[src/rtl/ptrig_pkg.sv]
package ptrig_pkg;
    typedef enum logic {
        HS_IDLE,
        HS_HELD
    } hold_st_t;

    typedef enum logic {
        TX_IDLE,
        TX_DRIVE
    } tx_st_t;
endpackage

[src/rtl/ptrig_ref_counter.sv]
module ptrig_ref_counter #(
    parameter int W = 8
) (
    input  logic         clk,
    input  logic         rst_n,
    input  logic [W-1:0] period_i,
    input  logic         align_i,
    output logic         strobe
);
    localparam logic [W-1:0] MIN_PER = W'(2);

    logic [W-1:0] cnt;
    logic [W-1:0] per_q;
    logic [W-1:0] per_clamped;
    logic         wrap;

    always_comb begin
        per_clamped = (period_i < MIN_PER) ? MIN_PER : period_i;
        wrap        = (cnt >= per_q - W'(1));
    end

    always_ff @(posedge clk) begin
        if (!rst_n) begin
            cnt   <= '0;
            per_q <= per_clamped;
        end else if (align_i) begin
            cnt   <= '0;
            per_q <= per_clamped;
        end else if (wrap) begin
            cnt   <= '0;
            per_q <= per_clamped;
        end else begin
            cnt   <= cnt + W'(1);
        end
    end

    assign strobe = (cnt == '0);
endmodule

[src/rtl/ptrig_line_sync.sv]
module ptrig_line_sync #(
    parameter int STAGES = 2
) (
    input  logic clk,
    input  logic rst_n,
    input  logic line_raw,
    output logic rise
);
    logic [STAGES:0] sh;

    always_ff @(posedge clk) begin
        if (!rst_n) sh <= '0;
        else        sh <= {sh[STAGES-1:0], line_raw};
    end

    assign rise = sh[STAGES-1] & ~sh[STAGES];
endmodule

[src/rtl/ptrig_hold_fsm.sv]
module ptrig_hold_fsm
    import ptrig_pkg::*;
#(
    parameter int W = 8
) (
    input  logic         clk,
    input  logic         rst_n,
    input  logic         rise,
    input  logic         strobe,
    output logic         trig_o,
    output logic [W-1:0] lag_o,
    output logic         pending
);
    hold_st_t     st, st_nx;
    logic [W-1:0] lag_cnt;

    always_comb begin
        st_nx = st;
        unique case (st)
            HS_IDLE: if (rise)   st_nx = HS_HELD;   // capture
            HS_HELD: if (strobe) st_nx = HS_IDLE;   // release
        endcase
    end

    always_ff @(posedge clk) begin
        if (!rst_n) st <= HS_IDLE;
        else        st <= st_nx;
    end

    always_ff @(posedge clk) begin
        if (!rst_n) begin
            trig_o  <= 1'b0;
            lag_o   <= '0;
            lag_cnt <= '0;
        end else begin
            trig_o <= (st == HS_HELD) && strobe;
            unique case (st)
                HS_IDLE: if (rise) lag_cnt <= W'(1);
                HS_HELD: begin
                    if (strobe) lag_o   <= lag_cnt;
                    else        lag_cnt <= lag_cnt + W'(1);
                end
            endcase
        end
    end

    assign pending = (st == HS_HELD);
endmodule

[src/rtl/ptrig_tx_fsm.sv]
module ptrig_tx_fsm
    import ptrig_pkg::*;
#(
    parameter int PULSE_LEN = 3
) (
    input  logic clk,
    input  logic rst_n,
    input  logic is_master,
    input  logic req,
    input  logic block,
    output logic drive,
    output logic refused
);
    localparam int DRV_LEN = (PULSE_LEN < 3) ? 3 : PULSE_LEN;
    localparam int LW      = $clog2(DRV_LEN + 1);

    tx_st_t        st, st_nx;
    logic [LW-1:0] len_cnt;
    logic          accept;

    always_comb begin
        accept = req && is_master && (st == TX_IDLE) && !block;
        st_nx  = st;
        unique case (st)
            TX_IDLE:  if (accept) st_nx = TX_DRIVE;                       // launch
            TX_DRIVE: if (len_cnt == LW'(DRV_LEN - 1)) st_nx = TX_IDLE;    // finish
        endcase
    end

    always_ff @(posedge clk) begin
        if (!rst_n) st <= TX_IDLE;
        else        st <= st_nx;
    end

    always_ff @(posedge clk) begin
        if (!rst_n) begin
            len_cnt <= '0;
            refused <= 1'b0;
        end else begin
            refused <= req && !accept;
            unique case (st)
                TX_IDLE:  len_cnt <= '0;
                TX_DRIVE: len_cnt <= len_cnt + LW'(1);
            endcase
        end
    end

    assign drive = (st == TX_DRIVE);
endmodule

[src/rtl/ptrig_retimer.sv]
module ptrig_retimer #(
    parameter int W         = 8,
    parameter int STAGES    = 2,
    parameter int PULSE_LEN = 3,
    parameter bit STAR_MODE = 1'b1
) (
    input  logic         clk,
    input  logic         rst_n,
    input  logic         is_master,
    input  logic [W-1:0] period_i,
    input  logic         align_i,
    input  logic         send_req,
    input  logic         line_in,
    output logic         line_out,
    output logic         line_oe,
    output logic         ref_strobe,
    output logic         trig_sync,
    output logic [W-1:0] trig_lag,
    output logic         send_refused
);
    logic rise;
    logic pending;
    logic drive;
    logic block;

    ptrig_ref_counter #(.W(W)) cnt_i (
        .clk(clk), .rst_n(rst_n), .period_i(period_i),
        .align_i(align_i), .strobe(ref_strobe)
    );

    ptrig_line_sync #(.STAGES(STAGES)) sync_i (
        .clk(clk), .rst_n(rst_n), .line_raw(line_in), .rise(rise)
    );

    ptrig_hold_fsm #(.W(W)) hold_i (
        .clk(clk), .rst_n(rst_n), .rise(rise), .strobe(ref_strobe),
        .trig_o(trig_sync), .lag_o(trig_lag), .pending(pending)
    );

    ptrig_tx_fsm #(.PULSE_LEN(PULSE_LEN)) tx_i (
        .clk(clk), .rst_n(rst_n), .is_master(is_master), .req(send_req),
        .block(block), .drive(drive), .refused(send_refused)
    );

    generate
        if (STAR_MODE) begin : g_star
            assign block   = pending;
            assign line_oe = is_master;
        end else begin : g_bus
            assign block   = 1'b0;
            assign line_oe = drive;
        end
    endgenerate

    assign line_out = drive;
endmodule

[config.mk]
export PLATFORM = sky130hd
export DESIGN_NAME = ptrig_retimer
export DESIGN_NICKNAME = d
export VERILOG_FILES = /design/src/rtl/ptrig_pkg.sv /design/src/rtl/ptrig_ref_counter.sv /design/src/rtl/ptrig_line_sync.sv /design/src/rtl/ptrig_hold_fsm.sv /design/src/rtl/ptrig_tx_fsm.sv /design/src/rtl/ptrig_retimer.sv
export SDC_FILE = /design/constraint.sdc
export NUM_CORES = 1
export LEC_CHECK = 0
export BUFFER_PORTS_ARGS = -buffer_cell sky130_fd_sc_hd__buf_2
export CORE_MARGIN = 10
export CORE_UTILIZATION = 60
export CTS_BUF_LIST = sky130_fd_sc_hd__clkbuf_4
export DETAILED_ROUTE_END_ITERATION = 16
export PLACE_DENSITY = 0.83
export SYNTH_ARGS = -nofsm -noshare
export SYNTH_HDL_FRONTEND = slang
export SYNTH_SLANG_ARGS = --single-unit
[constraint.sdc]
create_clock -name clk -period 6.6 [get_ports clk]
set_input_delay 0.66 -clock clk [delete_from_list [all_inputs] [get_ports clk]]
set_output_delay 0.66 -clock clk [all_outputs]
set_load 0.05 [all_outputs]
* Word-level counts from Yosys, hierarchy flattened
Cells that the tools add are included.
** Cells by class
- Add/sub/neg operators :: 4
- Order comparisons :: 2
- Equality and inequality tests :: 4
- Mux-type cells :: 14
- Bitwise operators :: 5
- Reductions and logical operators :: 11
** Operator list (number)
- 8-bit 2-to-1 mux :: 6
- 8-bit by 1-bit adder with 8-bit output, second input constant :: 2
- 8-bit one-hot mux with 2 select lines :: 1
- 8-bit >= comparator :: 1
- 8-bit logical NOT :: 1
- 8-bit by 2-bit less-than comparator with 1-bit output, second input constant :: 1
- 8-bit by 1-bit subtractor with 8-bit output, second input constant :: 1
- 1-bit logical AND :: 5
- 1-bit 2-to-1 mux :: 4
- 1-bit inverter :: 4
- 1-bit one-hot mux with 2 select lines :: 2
- 2-bit one-hot mux with 2 select lines :: 1
- 2-bit AND reduction :: 2
- 3-bit by 1-bit inequality test with 1-bit output, second input constant :: 1
- 3-bit OR reduction :: 1
- 2-bit by 1-bit adder with 2-bit output, second input constant :: 1
- 2-bit equality test, second input constant :: 1
- 1-bit logical NOT :: 2
- 2-bit by 1-bit inequality test with 1-bit output, second input constant :: 1
- 2-bit inequality test, second input constant :: 1
- 1-bit bitwise AND :: 1
** Storage, ports and cells
- Flip-flop bits (word level) :: 41
- Bits of input ports :: 14
- Output and inout port bits :: 13
- Logic and storage cells :: 50

* Longest topological paths before layout
- Depth after elaboration :: 5
- Depth in mapped cells :: 11
- Depth with buffers taken out :: 10

* Modules after synthesis
Synthesis repeated with hierarchy kept, for this count alone.
** Unflattened totals
- Cells, all modules :: 199
- Area total of the unflattened synthesis :: 1936.9 um^2
** Modules (own cells, without submodules)
- ptrig_ref_counter :: times used 1, cells an instance 91, area an instance 950.9 um^2, seq. area each 400.4 um^2
- ptrig_hold_fsm :: times used 1, cells an instance 86, area an instance 735.7 um^2, seq. area each 360.3 um^2
- ptrig_tx_fsm :: times used 1, cells an instance 14, area an instance 150.1 um^2, seq. area each 80.1 um^2
- ptrig_line_sync :: times used 1, cells an instance 7, area an instance 92.6 um^2, seq. area each 60.1 um^2
- ptrig_retimer :: times used 1, cells an instance 1, area an instance 7.5 um^2, seq. area each 0.0 um^2

* Worst setup path before layout
Ideal clock, no wire load.
- Path type :: register to register
- Start :: reg cnt_i.per_q[2]
- End :: reg cnt_i.per_q[0] (enable)
- Library setup time :: 375 ps
- Arrival time :: 2099 ps
- Data required time :: 6225 ps
- Path slack :: 4127 ps
- Stages on the path, launching flop included :: 10
- Buffers on the path :: 1
- Clock period less this slack :: 2473 ps
- Cell sequence :: edfxtp_1 nor2_1 nand3_1 nor4_1 xnor2_1 ha_1 nand2_1 nor4_1 a21o_1 clkbuf_1
** On the way
- Longest elaborated chain between the ends :: 3
** Ends and longest elaborated chain
- start, declared :: RTL line ptrig_ref_counter.sv:13 : logic [W-1:0] per_q;
- start signal, assigned :: RTL line ptrig_ref_counter.sv:25 : per_q <= per_clamped;
- start signal, assigned :: RTL line ptrig_ref_counter.sv:28 : per_q <= per_clamped;
- start signal, assigned :: RTL line ptrig_ref_counter.sv:31 : per_q <= per_clamped;
- 8-bit by 1-bit subtractor with 8-bit output :: RTL line ptrig_ref_counter.sv:19 : wrap = (cnt >= per_q - W'(1));
- 8-bit >= comparator :: RTL line ptrig_ref_counter.sv:19
- 3-bit by 1-bit inequality test with 1-bit output (no line)
No other way between the ends.
A chain may end at the register's enable or synchronous reset.

* Final worst setup path
- Start :: reg cnt_i.per_q[0]
- End :: reg cnt_i.per_q[1] (enable)
The elaborated chain is that of the path after synthesis.

==> results.py <==
metrics = {
    "sta": {
        "fin_ws_ns": 4.06,
        "rsz0062_at_grt": "no",
        "finalCritPeriodShare_pct": 38.5,
        "fin_setup_tns_ns": 0,
        "slew_headroom_pct": 64.5,
        "tightest_slew_ns": 0.533,
        "finalSetupViolCount": 0,
        "slew_viol_final": 0,
        "finClkSkew_ns": 0.00758,
        "hold_viol": 0,
        "fin_crit_ns": 2.54,
        "clock.fmax_ghz": 0.394,
    },
    "die": {
        "io_pins": 27,
        "num_rows": 20,
        "core_mm2": 0.00305,
        "start_util_pct": 62.8,
        "die_y_um": 76.5,
        "die_w_um": 76.5,
        "floorplan.die_area_mm2": 0.00586,
    },
    "route": {
        "ant_nets": 0,
        "viasPerCell": 5.37,
        "first_iter_violations": 101,
        "drc": 0,
        "wirelength_um": 3460,
        "post_drt_wl_per_cell_um": 13.3,
        "num_vias": 1402,
        "first_pass_iters": 6,
    },
    "cts": {
        "clk_pin_slew_ns": 0.11,
        "cts_root_buffer": "clkbuf_4",
        "cts_buffer_depth": 2,
        "cts_tree": "built",
        "h-tree-depth": 2,
        "cts_hold_buf": 0,
        "cts_setup_buffers": 0,
        "cts_resized": 0,
        "clkLatencyLatePin_ns": 0.35,
        "cts_sinks": 41,
        "cts_buffers": 5,
    },
    "synth": {
        "synth-compound-area-share_pct": 9.13,
        "syn-instance-count": 194,
        "synthFlopType": "dfxtp_1",
        "yosysWarnings": 0,
        "yosysSeqAreaShare_pct": 47.0,
        "yosysUniqueCellTypes": 38,
        "yosys-mux-area-fraction_pct": 3.13,
        "syn_area_mm2": 0.00192,
        "synth_edf_count": 8,
        "syn_nets": 221,
        "synth_seq_cells": 41,
        "synthAdderAreaFrac_pct": 8.48,
        "syn_area_per_cell_um2": 9.89,
        "synth_xor_area_share_pct": 6.39,
        "synthArstFlopShare_pct": 0,
        "synth_top_family_by_area": "simple AND/OR/NAND/NOR gates",
        "yosys.area_share.simple_pct": 21.3,
    },
    "global_route": {
        "grt_usage_pct": 12.7,
        "grtUsageMet1_pct": 13.8,
        "gr-max-usage-layer": "met2",
        "grt_max_degree": 17,
        "grt_use_met3_pct": 5.54,
        "grt_pass1_vias": 1400,
        "antenna_found_initial": 0,
        "grt_overflow": 0,
        "grtUsageMet2_pct": 21.2,
        "grt_pass1_wl_um": 6140,
    },
    "finish": {
        "drive_above_1_share_pct": 19.4,
        "fin_area_mm2": 0.00210,
        "final_cell_mix": "dfxtp_1, buf_2, nor2_1, ha_1",
        "multiInputGateArea_um2": 930,
        "final_common_cell": "dfxtp_1",
        "seqCellArea_um2": 901,
        "finalNetCount": 243,
        "fillCellCount": 277,
        "synthToLayoutAreaGrowth_pct": 9.46,
        "antenna_cells": 0,
    },
    "place": {
        "pre_cts_slack_ns": 4.06,
        "placed_area_mm2": 0.00205,
        "io_buffers": 26,
        "gp_congestion": 0.800,
        "dp_hpwl_um": 2750,
    },
    "worst_setup_path": {
        "cp-end-kind": "flop",
        "start_kind": "flop",
        "crit_fanout": 16,
        "crit_type": "reg2reg",
        "cp.required_ns": 6.60,
        "critPathArrivalTime_ns": 2.53,
    },
    "pwr": {
        "powerDensity_mw_per_mm2": 206,
        "p_leak_nw": 0.953,
        "vdd_drop_max_uv": 138,
    },
    "hold_path": {
        "hold_class": "reg2reg",
    },
    "run": {
        "drv_cap": 0,
    },
    "status": {
        "status": "complete, no violations",
    },
}
Yosys cell counts, drive strengths merged (4+ instances only):
cell	number	area share, %
a21oi	11	2.9
and2	5	1.8
and3	5	1.6
clkbuf	8	1.6
dfxtp	33	34
edfxtp	8	13
ha	13	8.5
inv	9	1.8
mux2i	6	3.1
nand2	10	2.0
nand3	12	3.4
nor2	24	4.7
nor3	5	1.3
nor4	4	1.3
xnor2	7	3.2
xor2	7	3.2
metal layers:
layer	up-vias	wire, um
li1	722	-
met1	642	1500
met2	31	1680
met3	7	223
met4	0	54
met5	-	0
state kept, by name, indices dropped and copies added, names as in the netlist, 2 cells and up:
signal and count:
cnt_i.cnt 8, cnt_i.per_q 8, hold_i.lag_cnt 8, hold_i.lag_o 8, sync_i.sh 3, tx_i.len_cnt 2
worst paths after layout:
check,startpoint,to,slack (ns),cells past startpoint
worst max-delay path,cnt_i.per_q[0],cnt_i.per_q[1],4.06,9
worst min-delay path,tx_i.len_cnt[0],tx_i.len_cnt[0],0.42,1
worst max register to register,cnt_i.per_q[0],cnt_i.per_q[1],4.06,9
worst min register to register,tx_i.len_cnt[0],tx_i.len_cnt[0],0.42,1
report_power, final:
group          internal (mW)  leakage, nW  switching [mW]
clock                 0.0388       0.0327          0.0777
sequential             0.263        0.349         0.00603
combinational         0.0195        0.571          0.0272
total                  0.321        0.953           0.111
per-stage QoR:
stage          hold WS, ns  util (%)  instances  power, mW
2_1_floorplan        0.391         -        194      0.310
3_3_place_gp         0.399      67.1        253      0.319
5_1_grt              0.463      68.8        261      0.456
3_5_place_dp         0.414      67.1        253      0.322
6_report             0.424      68.8        261      0.432
4_1_cts              0.430      68.8        261      0.435
cells by family after synthesis:
kind of cell,after synthesis
simple gates,75
flops,41
compound gates,25
buf+inv,20
xor+xnor,14
fa+ha+maj,13
mux,6
critical path, stage by stage, from the launching register on:
cell	delay, ns
edfxtp_1	0.41
inv_1	0.11
ha_1	0.19
nand2_1	0.08
nor3_1	0.18
xnor2_1	0.11
ha_1	0.28
nand2_1	0.06
nor4_1	0.26
a21o_1	0.50
area by class of cell:
| cell class | count | share of cell area [%] |
|---|---|---|
| Inverter | 9 | 1.61 |
| Clock buffer | 5 | 1.79 |
| Multi-Input combinational cell | 133 | 44.3 |
| Sequential cell | 41 | 42.9 |
| Clock inverter | 3 | 0.596 |
| Timing Repair Buffer | 26 | 6.20 |
| Tap cell | 44 | 2.62 |
No activity file was read; power rests on OpenSTA's default activity.
